File: src/rtl/sr_pkg.sv
package sr_pkg;

    localparam int SR_W        = 8;
    localparam int ALARM_N     = 2;

    localparam logic [7:0] CODE_CLEAR   = 8'h00;
    localparam logic [7:0] CODE_ARM     = 8'h02;
    localparam logic [7:0] CODE_ARM_REG = 8'h06;

    localparam int BIT_BAT  = 7;
    localparam int BIT_AL1  = 6;
    localparam int BIT_AL0  = 5;
    localparam int BIT_RWEN = 2;
    localparam int BIT_WEN  = 1;
    localparam int BIT_PFAIL = 0;

    typedef struct packed {
        logic rwen;
        logic wen;
    } wen_t;

    typedef enum logic [1:0] {
        CMD_CLEAR,
        CMD_ARM,
        CMD_ARM_REG,
        CMD_OTHER
    } sr_cmd_t;

    function automatic sr_cmd_t decode_cmd(input logic [7:0] data);
        sr_cmd_t c;
        if (data == CODE_CLEAR)        c = CMD_CLEAR;
        else if (data == CODE_ARM)     c = CMD_ARM;
        else if (data == CODE_ARM_REG) c = CMD_ARM_REG;
        else                           c = CMD_OTHER;
        return c;
    endfunction

    function automatic logic [SR_W-1:0] pack_status(
        input logic               bat,
        input logic [ALARM_N-1:0] al,
        input wen_t               w,
        input logic               pfail
    );
        logic [SR_W-1:0] s;
        s            = '0;
        s[BIT_BAT]   = bat;
        s[BIT_AL1]   = al[1];
        s[BIT_AL0]   = al[0];
        s[BIT_RWEN]  = w.rwen;
        s[BIT_WEN]   = w.wen;
        s[BIT_PFAIL] = pfail;
        return s;
    endfunction

endpackage

File: src/rtl/sr_write_gate.sv
module sr_write_gate
    import sr_pkg::*;
#(
    parameter int               ADDR_W  = 8,
    parameter logic [ADDR_W-1:0] SR_ADDR = ADDR_W'('h3F)
) (
    input  logic              clk,
    input  logic              rst,
    input  logic              wr_stb_i,
    input  logic              wr_ccr_i,
    input  logic [ADDR_W-1:0] wr_addr_i,
    input  logic [7:0]        wr_data_i,
    output wen_t              wen_o,
    output logic              wr_ok_o,
    output logic              array_wr_en_o,
    output logic              ccr_wr_en_o
);

    wen_t    wen_q;
    wen_t    wen_d;
    logic    hit_sr;
    sr_cmd_t cmd;

    assign hit_sr = wr_ccr_i && (wr_addr_i == SR_ADDR);
    assign cmd    = decode_cmd(wr_data_i);

    always_comb begin
        wen_d         = wen_q;
        wr_ok_o       = 1'b0;
        array_wr_en_o = 1'b0;
        ccr_wr_en_o   = 1'b0;
        if (wr_stb_i) begin
            if (hit_sr) begin
                wr_ok_o = (cmd == CMD_ARM) || wen_q.wen;
                if (wr_ok_o) begin
                    case (cmd)
                        CMD_CLEAR:   wen_d = '0;
                        CMD_ARM:     begin wen_d.wen = 1'b1; wen_d.rwen = 1'b0; end
                        CMD_ARM_REG: wen_d.rwen = 1'b1;
                        default:     wen_d = wen_q;
                    endcase
                end
            end else if (wr_ccr_i) begin
                wr_ok_o     = wen_q.wen && wen_q.rwen;
                ccr_wr_en_o = wr_ok_o;
            end else begin
                wr_ok_o       = wen_q.wen;
                array_wr_en_o = wr_ok_o;
            end
        end
    end

    always_ff @(posedge clk) begin
        if (rst) wen_q <= '0;
        else     wen_q <= wen_d;
    end

    assign wen_o = wen_q;

endmodule

File: src/rtl/sr_power_flag.sv
module sr_power_flag (
    input  logic clk,
    input  logic rst,
    input  logic pwr_lost_i,
    input  logic clear_i,
    output logic pfail_o
);

    logic pfail_q;

    always_ff @(posedge clk) begin
        if (rst)          pfail_q <= pwr_lost_i;
        else if (clear_i) pfail_q <= 1'b0;
    end

    assign pfail_o = pfail_q;

endmodule

File: src/rtl/sr_alarm_bank.sv
module sr_alarm_bank #(
    parameter int N = 2
) (
    input  logic         clk,
    input  logic         rst,
    input  logic [N-1:0] hit_i,
    input  logic         rd_start_i,
    input  logic         rd_done_i,
    output logic [N-1:0] flag_o
);

    for (genvar g = 0; g < N; g++) begin : g_flag
        logic flag_q;
        logic mask_q;

        always_ff @(posedge clk) begin
            if (rst) begin
                flag_q <= 1'b0;
                mask_q <= 1'b0;
            end else begin
                if (rd_start_i)     mask_q <= flag_q;
                else if (rd_done_i) mask_q <= 1'b0;
                flag_q <= (flag_q & ~(rd_done_i & mask_q)) | hit_i[g];
            end
        end

        assign flag_o[g] = flag_q;
    end

endmodule

File: src/rtl/rtc_status_reg.sv
module rtc_status_reg
    import sr_pkg::*;
#(
    parameter int                ADDR_W  = 8,
    parameter logic [ADDR_W-1:0] SR_ADDR = ADDR_W'('h3F)
) (
    input  logic              clk,
    input  logic              rst,
    input  logic              pwr_lost_i,
    input  logic              batt_mode_i,
    input  logic [1:0]        alarm_hit_i,
    input  logic              wr_stb_i,
    input  logic              wr_ccr_i,
    input  logic [ADDR_W-1:0] wr_addr_i,
    input  logic [7:0]        wr_data_i,
    input  logic              rd_start_i,
    input  logic              rd_done_i,
    output logic [7:0]        sr_rdata_o,
    output logic              wr_ack_o,
    output logic              wr_nack_o,
    output logic              array_wr_en_o,
    output logic              ccr_wr_en_o
);

    wen_t              wen;
    logic              wr_ok;
    logic              ccr_en;
    logic              pfail;
    logic [ALARM_N-1:0] alarms;

    sr_write_gate #(
        .ADDR_W  (ADDR_W),
        .SR_ADDR (SR_ADDR)
    ) u_gate (
        .clk           (clk),
        .rst           (rst),
        .wr_stb_i      (wr_stb_i),
        .wr_ccr_i      (wr_ccr_i),
        .wr_addr_i     (wr_addr_i),
        .wr_data_i     (wr_data_i),
        .wen_o         (wen),
        .wr_ok_o       (wr_ok),
        .array_wr_en_o (array_wr_en_o),
        .ccr_wr_en_o   (ccr_en)
    );

    sr_power_flag u_pfail (
        .clk        (clk),
        .rst        (rst),
        .pwr_lost_i (pwr_lost_i),
        .clear_i    (ccr_en),
        .pfail_o    (pfail)
    );

    sr_alarm_bank #(
        .N (ALARM_N)
    ) u_alarms (
        .clk        (clk),
        .rst        (rst),
        .hit_i      (alarm_hit_i),
        .rd_start_i (rd_start_i),
        .rd_done_i  (rd_done_i),
        .flag_o     (alarms)
    );

    assign sr_rdata_o  = pack_status(batt_mode_i, alarms, wen, pfail);
    assign wr_ack_o    = wr_ok;
    assign wr_nack_o   = wr_stb_i && !wr_ok;
    assign ccr_wr_en_o = ccr_en;

endmodule

File: config.mk
export PLATFORM = sky130hd
export DESIGN_NAME = rtc_status_reg
export DESIGN_NICKNAME = d
export VERILOG_FILES = /design/src/rtl/sr_pkg.sv /design/src/rtl/sr_write_gate.sv /design/src/rtl/sr_power_flag.sv /design/src/rtl/sr_alarm_bank.sv /design/src/rtl/rtc_status_reg.sv
export SDC_FILE = /design/constraint.sdc
export NUM_CORES = 1
export LEC_CHECK = 0
export ABC_CLOCK_PERIOD_IN_PS = 1550
export BUFFER_PORTS_ARGS = -buffer_cell sky130_fd_sc_hd__buf_2
export CAP_MARGIN = 20
export CORE_AREA = 4 4 41 43
export DETAILED_ROUTE_END_ITERATION = 8
export DIE_AREA = 0 0 45 47
export GPL_ROUTABILITY_DRIVEN = 0
export GPL_TIMING_DRIVEN = 0
export PLACE_DENSITY_LB_ADDON = 0.2
export RECOVER_POWER = 100
export SLEW_MARGIN = 15
export SYNTH_ARGS = -nofsm -noshare
export SYNTH_HDL_FRONTEND = slang
export SYNTH_SLANG_ARGS = --single-unit
File: constraint.sdc
create_clock -name clk -period 1.55 [get_ports clk]
set_input_delay 0.0775 -clock clk [delete_from_list [all_inputs] [get_ports clk]]
set_output_delay 0.0775 -clock clk [all_outputs]
set_load 0.02 [all_outputs]
# == Word level (Yosys, flattened, before mapping) ==
# Index checks and enable logic that the tools add are counted.
# word_totals
reg_bits,7
# op_classes
n_eq_ne,5
n_mux,19
bitwise,8
reduce_logical,14
# ops
operator,count
$mux W1,15
$eq A8 B2 Y1 const B,1
$eq A8 B3 Y1 const B,1
$eq A8 B6 Y1 const B,1
$logic_not A8 Y1,1
$reduce_and A4 Y1,2
$reduce_bool A2 Y1,4
$and A1 B1 Y1,4
$mux W2,2
$pmux W1 S2,2
$logic_and A1 B1 Y1,3
$eq A2 B1 Y1 const B,1
$eq A2 B2 Y1 const B,1
$logic_not A2 Y1,1
$not A1 Y1,2
$or A1 B1 Y1,2
$reduce_or A2 Y1,1
$logic_not A1 Y1,1
$logic_or A1 B1 Y1,1

# == Depth between registers and ports, before layout ==
# Gate-level depths: netlist (run 1).
# depth
ltp_word,10
depth_mapped,5
depth_no_buf,4

# == Hierarchy ==
# A second synthesis (run 1) with hierarchy kept.
# unflattened
hier_cells,49
area_unflattened_um2,461.7
# modules_own_cells
module,instances,cells_each,area_each_um2,seq_area_each_um2
sr_write_gate,1,22,209.0,40.0
sr_alarm_bank,1,18,162.7,80.1
rtc_status_reg,1,6,47.5,0.0
sr_power_flag,1,3,42.5,30.0

# == Worst setup path after synthesis (run 1) ==
# Ideal clock, no wire load.
# synth_path
kind,reg2reg
startpoint,register u_gate.wen_q (netlist bit u_gate.wen_o[0])
endpoint,"register u_pfail.pfail_q, in the netlist u_pfail.pfail_o (enable)"
setup_time_ps,292
t_arrival_ps,1115
required_ps,1258
slack_ps,143
path_stages_with_launch,4
n_path_buf,0
cell_sequence,dfxtp_1 nand4_1 nor2_1 or2_1
# synth_via
elab_chain_len,5
# synth_rtl
element,line,text
start: declaration,sr_write_gate.sv:19,wen_t wen_q;
start signal: assignment,sr_write_gate.sv:55,else wen_q <= wen_d;
$logic_and A1 B1 Y1,sr_write_gate.sv:44,wr_ok_o = wen_q.wen && wen_q.rwen;
$mux W1,sr_write_gate.sv:43,end else if (wr_ccr_i) begin
$mux W1,sr_write_gate.sv:33,if (hit_sr) begin
$mux W1,sr_write_gate.sv:32,if (wr_stb_i) begin
named net ccr_wr_en_o,rtc_status_reg.sv:22,output logic ccr_wr_en_o
$reduce_bool A2 Y1 (no source line),--,
end signal: assignment,sr_power_flag.sv:12,if (rst) pfail_q <= pwr_lost_i;
end: declaration,sr_power_flag.sv:9,logic pfail_q;
# The timed path passes the listed nets, and every way through them passes these cells.
# A chain may end at the register's enable or synchronous reset.

# == Worst setup path in the final report (run 1) ==
# layout_path
startpoint,input port wr_addr_i[6]
endpoint,output port wr_ack_o
# layout_via
elab_chain_len,4
# layout_rtl
element,line,text
start: declaration,rtc_status_reg.sv:14,"input logic [ADDR_W-1:0] wr_addr_i,"
$eq A8 B6 Y1,sr_write_gate.sv:24,assign hit_sr = wr_ccr_i && (wr_addr_i == SR_ADDR);
$logic_and A1 B1 Y1,sr_write_gate.sv:24,
$mux W1,sr_write_gate.sv:33,
$mux W1,sr_write_gate.sv:32,
end: declaration,rtc_status_reg.sv:19,"output logic wr_ack_o,"
# No other way between the ends.

==> metrics, run 1 <==
critical path type input port to output port; Finish-stage setup viols 0; pwr/cell area 683 nW/um^2; postcts setup bufs 0; setup slack, reg-to-reg 440 ps; FF+latch count, synth 7; CP endpoint kind output port; Cell variety after synth 27; Seq/Total Area, Yosys 31.9%; Die H 47 um; Crit Path Max Fanout 6; Max Slew Vio Count 0; total CTS buffers 3; Placed Instances 107; skew final 0.317 ps; GR Overflow Total 0; initial antenna violation count 0; CORE AREA 1300 sq um; VDD IR max 0.000277 V; clk_lat worst skew 250 ps; overall die width 45 um; post-CTS resize count 0; CP max-delay cell and4bb_1; Worst EP required 1470 ps; HP Class input port to flip-flop; CTS tree yes; Setup TNS Final 0 ps; crit path time final 1320 ps; final wirelength 1160 um; Max clock buf depth 2; number of max-cap violations 0; Initial Util 36.2%; CP delay by family, top simple AND/OR/NAND/NOR gates; GRT Total Usage 13.3%; RSZ-0062 raised after global routing false; first-pass GRT wire length 2040 um; n_diodes 0; IO Pins 38; Post-DRT Antenna Nets 0; vias in the first global route 487; Final Hold Fails 0; Clock H-tree levels 1; CP cell instances buf_2 > and4bb_1 > and4_4 > buf_6 > a21oi_2 > nor3_2 > clkbuf_1; post-synth top area share 25.5%; post-route insts no fill 111; type of origin of the critical path input port; Final period util 85.0%; commonest non-fill, non-tap cells in the layout buf_2 (24), clkbuf_1 (11), nor2_1 (9); Post-Syn Instances 57; largest net degree at the start of global routing 9; leakage 0.000308 uW; syn_area_per_cell 8.25 sq um; yosys warns 0; drt first pass iters 4; Post-route DRC 0; most common cell after layout, fill and taps aside buf_2; Core Util, Final 52.0%; WP data arrival 1240 ps; Clock Sinks 7; Mapped Area 470 sq um; Area Growth Syn to Fin 43.9%; delay of the slowest cell on the worst path 280 ps; std cell rows 13; die area 2120 sq um; DP Wirelength 999 um; drt initial violations 4; Final nets 123; layout cells sized above 1 40.6%; average wire per standard cell 10.5 um; root buffer cell clkbuf_4; vias after detailed routing 515; status complete, no violations; I/O Buffers 34; clock slew at reported path FFs 50 ps; Max Clk Rate 759 MHz; CP Buf/Inv Count 3; Avg Vias per Cell 4.64; cell taking the most area after synthesis dfxtp_1; Hold-fix buffers, CTS 0; top cells by area, synth dfxtp_1 (26%), buf_4 (9.6%), nor2_1 (7.2%), edfxtp_1 (6.4%), a21oi_1 (5.3%)
[routing by layer]
layer	global-route usage, %	vias up	share of wire (%)
li1	-	274	-
met1	16.3	226	43
met2	21.5	13	50
met3	3.45	2	6.7
met4	7.02	0	0.95
met5	0	-	0
[Yosys cell counts]
cell type / number
and4_1: 1
nand4_1: 3
nor3b_2: 1
nor3b_1: 2
o21a_1: 1
nor4_2: 1
dfxtp_1: 6
and3_1: 2
a31o_1: 1
a21oi_1: 5
or2_1: 1
nor2_1: 9
a41oi_1: 1
and4_4: 1
o41ai_1: 1
inv_1: 3
buf_6: 1
nor3_1: 1
conb_1: 1
and2_1: 1
and4bb_1: 1
a21oi_2: 1
nor3_2: 1
edfxtp_1: 1
buf_4: 6
o21ai_0: 1
nand2_1: 3
[cell families after synthesis]
group           Yosys count  synth area share (%)
flops                     7                  31.9
simple gates             28                  37.5
buf+inv                  10                  14.4
compound gates           11                  15.4
other cells               1                 0.797
[power by group]
| part | internal (uW) | switching (uW) |
|---|---|---|
| sequential | 192 | 4.15 |
| clock | 98.5 | 71.3 |
| combinational | 48.0 | 47.7 |
| total | 339 | 123 |
[sequential cells by signal (all words and copies together), names as in the netlist]
signal and count:
u_alarms.g_flag.flag_q 2, u_alarms.g_flag.mask_q 2, u_gate.wen_o 2, u_pfail.pfail_o 1
[path summary, 6_finish.rpt]
check	start	end	depth (start not counted)
max	wr_addr_i[6]	wr_ack_o	7
min	alarm_hit_i[1]	u_alarms.g_flag[1].flag_q	3
max reg2reg	u_gate.wen_o[0]	u_pfail.pfail_o	3
min reg2reg	u_alarms.g_flag[1].mask_q	u_alarms.g_flag[1].flag_q	3
[cell type report]
class | count | area (sq um)
fillers | 154 | 624
flip-flops and latches | 7 | 150
plain buffers | 7 | 56.3
clock buffers | 4 | 26.3
multi-input cells | 41 | 256
repair buffers | 34 | 158
inverters | 3 | 11.3
well taps | 15 | 18.8
[tightest hold or removal path, cell delays in order]
cell	delay (ps)
buf_2	70
a21oi_1	30
nor2_1	60
[per-stage QoR]
stage	setup slack (ps)	hold slack [ps]	cell area, sq um	power (uW)
CTS	273	36.3	689	470
global placement	264	284	663	297
floorplan	143	147	474	251
global route	128	33.6	677	499
finish	233	37.6	677	462
detailed placement	255	291	663	300
(Power assumes the default switching activity.)
==> run 2: changes to the inputs <==
- ABC_CLOCK_PERIOD_IN_PS: 1550 -> 1250
- clock period: 1.55 -> 1.25 ns (I/O delays scaled with it)
==> run 2 against run 1 <==
  * Cell count rose by 0.90%
  * Non-clock buffer count is 1 higher
  * Sequential cell count unchanged
  * First-iteration DRC count rose to 2.5 times the previous value
  * Count of clock-buffer cells in the layout unchanged
  * Worst hold slack worse by 24 ps
==> metrics, run 2 (same netlist as run 1, synthesis figures left out) <==
GR Overflow Total 0 (unchanged); crit path time final 1220 ps; post-route insts no fill 112 (+0.90%); DP Wirelength 1120 um (+12%); status complete, no violations; most common cell after layout, fill and taps aside buf_2; n_diodes 0 (unchanged); IO Pins 38 (unchanged); Core Util, Final 54.0% (+2.0 points); Post-DRT Antenna Nets 0 (unchanged); die area 2120 sq um (unchanged); root buffer cell clkbuf_4; clk_lat worst skew 260 ps (about the same); Placed Instances 107 (unchanged); overall die width 45 um (unchanged); layout cells sized above 1 47.4% (+6.8 points); vias in the first global route 514 (+5.5%); Worst EP required 1190 ps (-280 ps); pwr/cell area 835 nW/um^2 (+22%); RSZ-0062 raised after global routing false; Post-route DRC 0 (unchanged); Max Slew Vio Count 0 (unchanged); FILL cells 146 (-5.2%); number of max-cap violations 0 (unchanged); Max clock buf depth 2 (unchanged); HP Class input port to flip-flop; WP data arrival 1160 ps (-80 ps); CP endpoint kind output port; Max Clk Rate 821 MHz; I/O Buffers 34 (unchanged); Initial Util 36.2% (unchanged); average wire per standard cell 12.3 um (+17%); Final nets 124 (+0.81%); CTS tree yes; commonest non-fill, non-tap cells in the layout buf_2 (26), nor2_1 (8), buf_4 (8), clkbuf_1 (8), a21oi_1 (5); worst hold stages 3 (unchanged); Die H 47 um (unchanged); Clock Sinks 7 (unchanged); Final Hold Fails 0 (unchanged); drt initial violations 10 (+6); worst reg2reg path depth 3 (unchanged); critical path type flip-flop to output port; VDD IR max 0.000495 V (+78%); Multi-input gate area 273 sq um (+6.3%); Final period util 97.5%; vias after detailed routing 546 (+6.0%); drt first pass iters 4 (unchanged); Clock H-tree levels 1 (unchanged); total CTS buffers 3 (unchanged); Hold-fix buffers, CTS 0 (unchanged); first-pass GRT wire length 2100 um (+3.4%); area taken by flip-flops and latches 153 sq um (+1.7%); type of origin of the critical path flip-flop; initial antenna violation count 0 (unchanged); GRT Total Usage 14.0% (+0.68 points); skew final 0.260 ps (-0.0565 ps); leakage 0.000327 uW (+6.3%); Crit Path Max Fanout 5 (-1); Area Growth Syn to Fin 49.5%; Finish-stage setup viols 0 (unchanged); CORE AREA 1300 sq um (unchanged); clock slew at reported path FFs 60 ps (about the same); final wirelength 1380 um (+18%); largest net degree at the start of global routing 9 (unchanged); Avg Vias per Cell 4.88 (+5.1%); std cell rows 13 (unchanged)
-- run 2: cell count changes in the layout (fill, tap and decap cells not counted), sizes merged --
cell    delta
clkbuf     -2
buf        +3
-- run 2: final timing paths --
path | from | endpoint | slack [ps]
worst max-delay path | u_gate.wen_o[1] | wr_nack_o | 30
worst min-delay path | alarm_hit_i[0] | u_alarms.g_flag[0].flag_q | 10
worst max register to register | u_gate.wen_o[0] | u_pfail.pfail_o | 180
worst min register to register | u_alarms.g_flag[0].mask_q | u_alarms.g_flag[0].flag_q | 510
-- run 2: metrics by stage --
| stage | setup slack (ps) | hold WS [ps] | power, uW | TNS [ps] | cell area, sq um |
|---|---|---|---|---|---|
| finish | 31.4 | 13.2 | 587 | 0 | 703 |
| floorplan | 70.8 | 124 | 311 | 0 | 484 |
| detailed placement | -64.4 | 277 | 372 | -115 | 673 |
| CTS | 26.0 | 7.96 | 595 | 0 | 691 |
| global placement | -19.3 | 270 | 368 | -19.3 | 673 |
| global route | 0.0964 | 19.2 | 620 | 0 | 703 |
-- run 2: timing repair --
action	CTS	global route
setup buffers	0	2
endpoints found under the setup margin	2	2
gates resized for setup	1	1
pin swaps	1	1
-- run 2: worst max-delay path, cell delays in order (launching register included) --
cell and delay (ps):
dfxtp_2 350, nor3b_2 240, o21a_1 140, buf_2 160
-- run 2: layout make-up --
type / instances / area share, %
buffer: 6 / 6.41
clock buffer: 4 / 3.74
inverter: 3 / 1.60
multi-input combinational: 41 / 38.8
sequential: 7 / 21.7
tap: 15 / 2.67
timing repair buffer: 36 / 25.1
-- run 2: routing by layer --
metal  track usage [%]  routed length (um)  vias to the layer above  share of wire [%]
met3              3.83                  90                        4                6.5
li1                  -                   -                      276                  -
met1              13.7                 522                      251                 38
met5                 0                   0                        -                  0
met2              26.0                 745                       15                 54
met4              8.77                  17                        0                1.2
-- run 2: report_power, final --
part	total [uW]	switching, uW	internal, uW
Sequential	244	5.56	239
Combinational	124	63.6	60.5
Clock	219	96.3	123
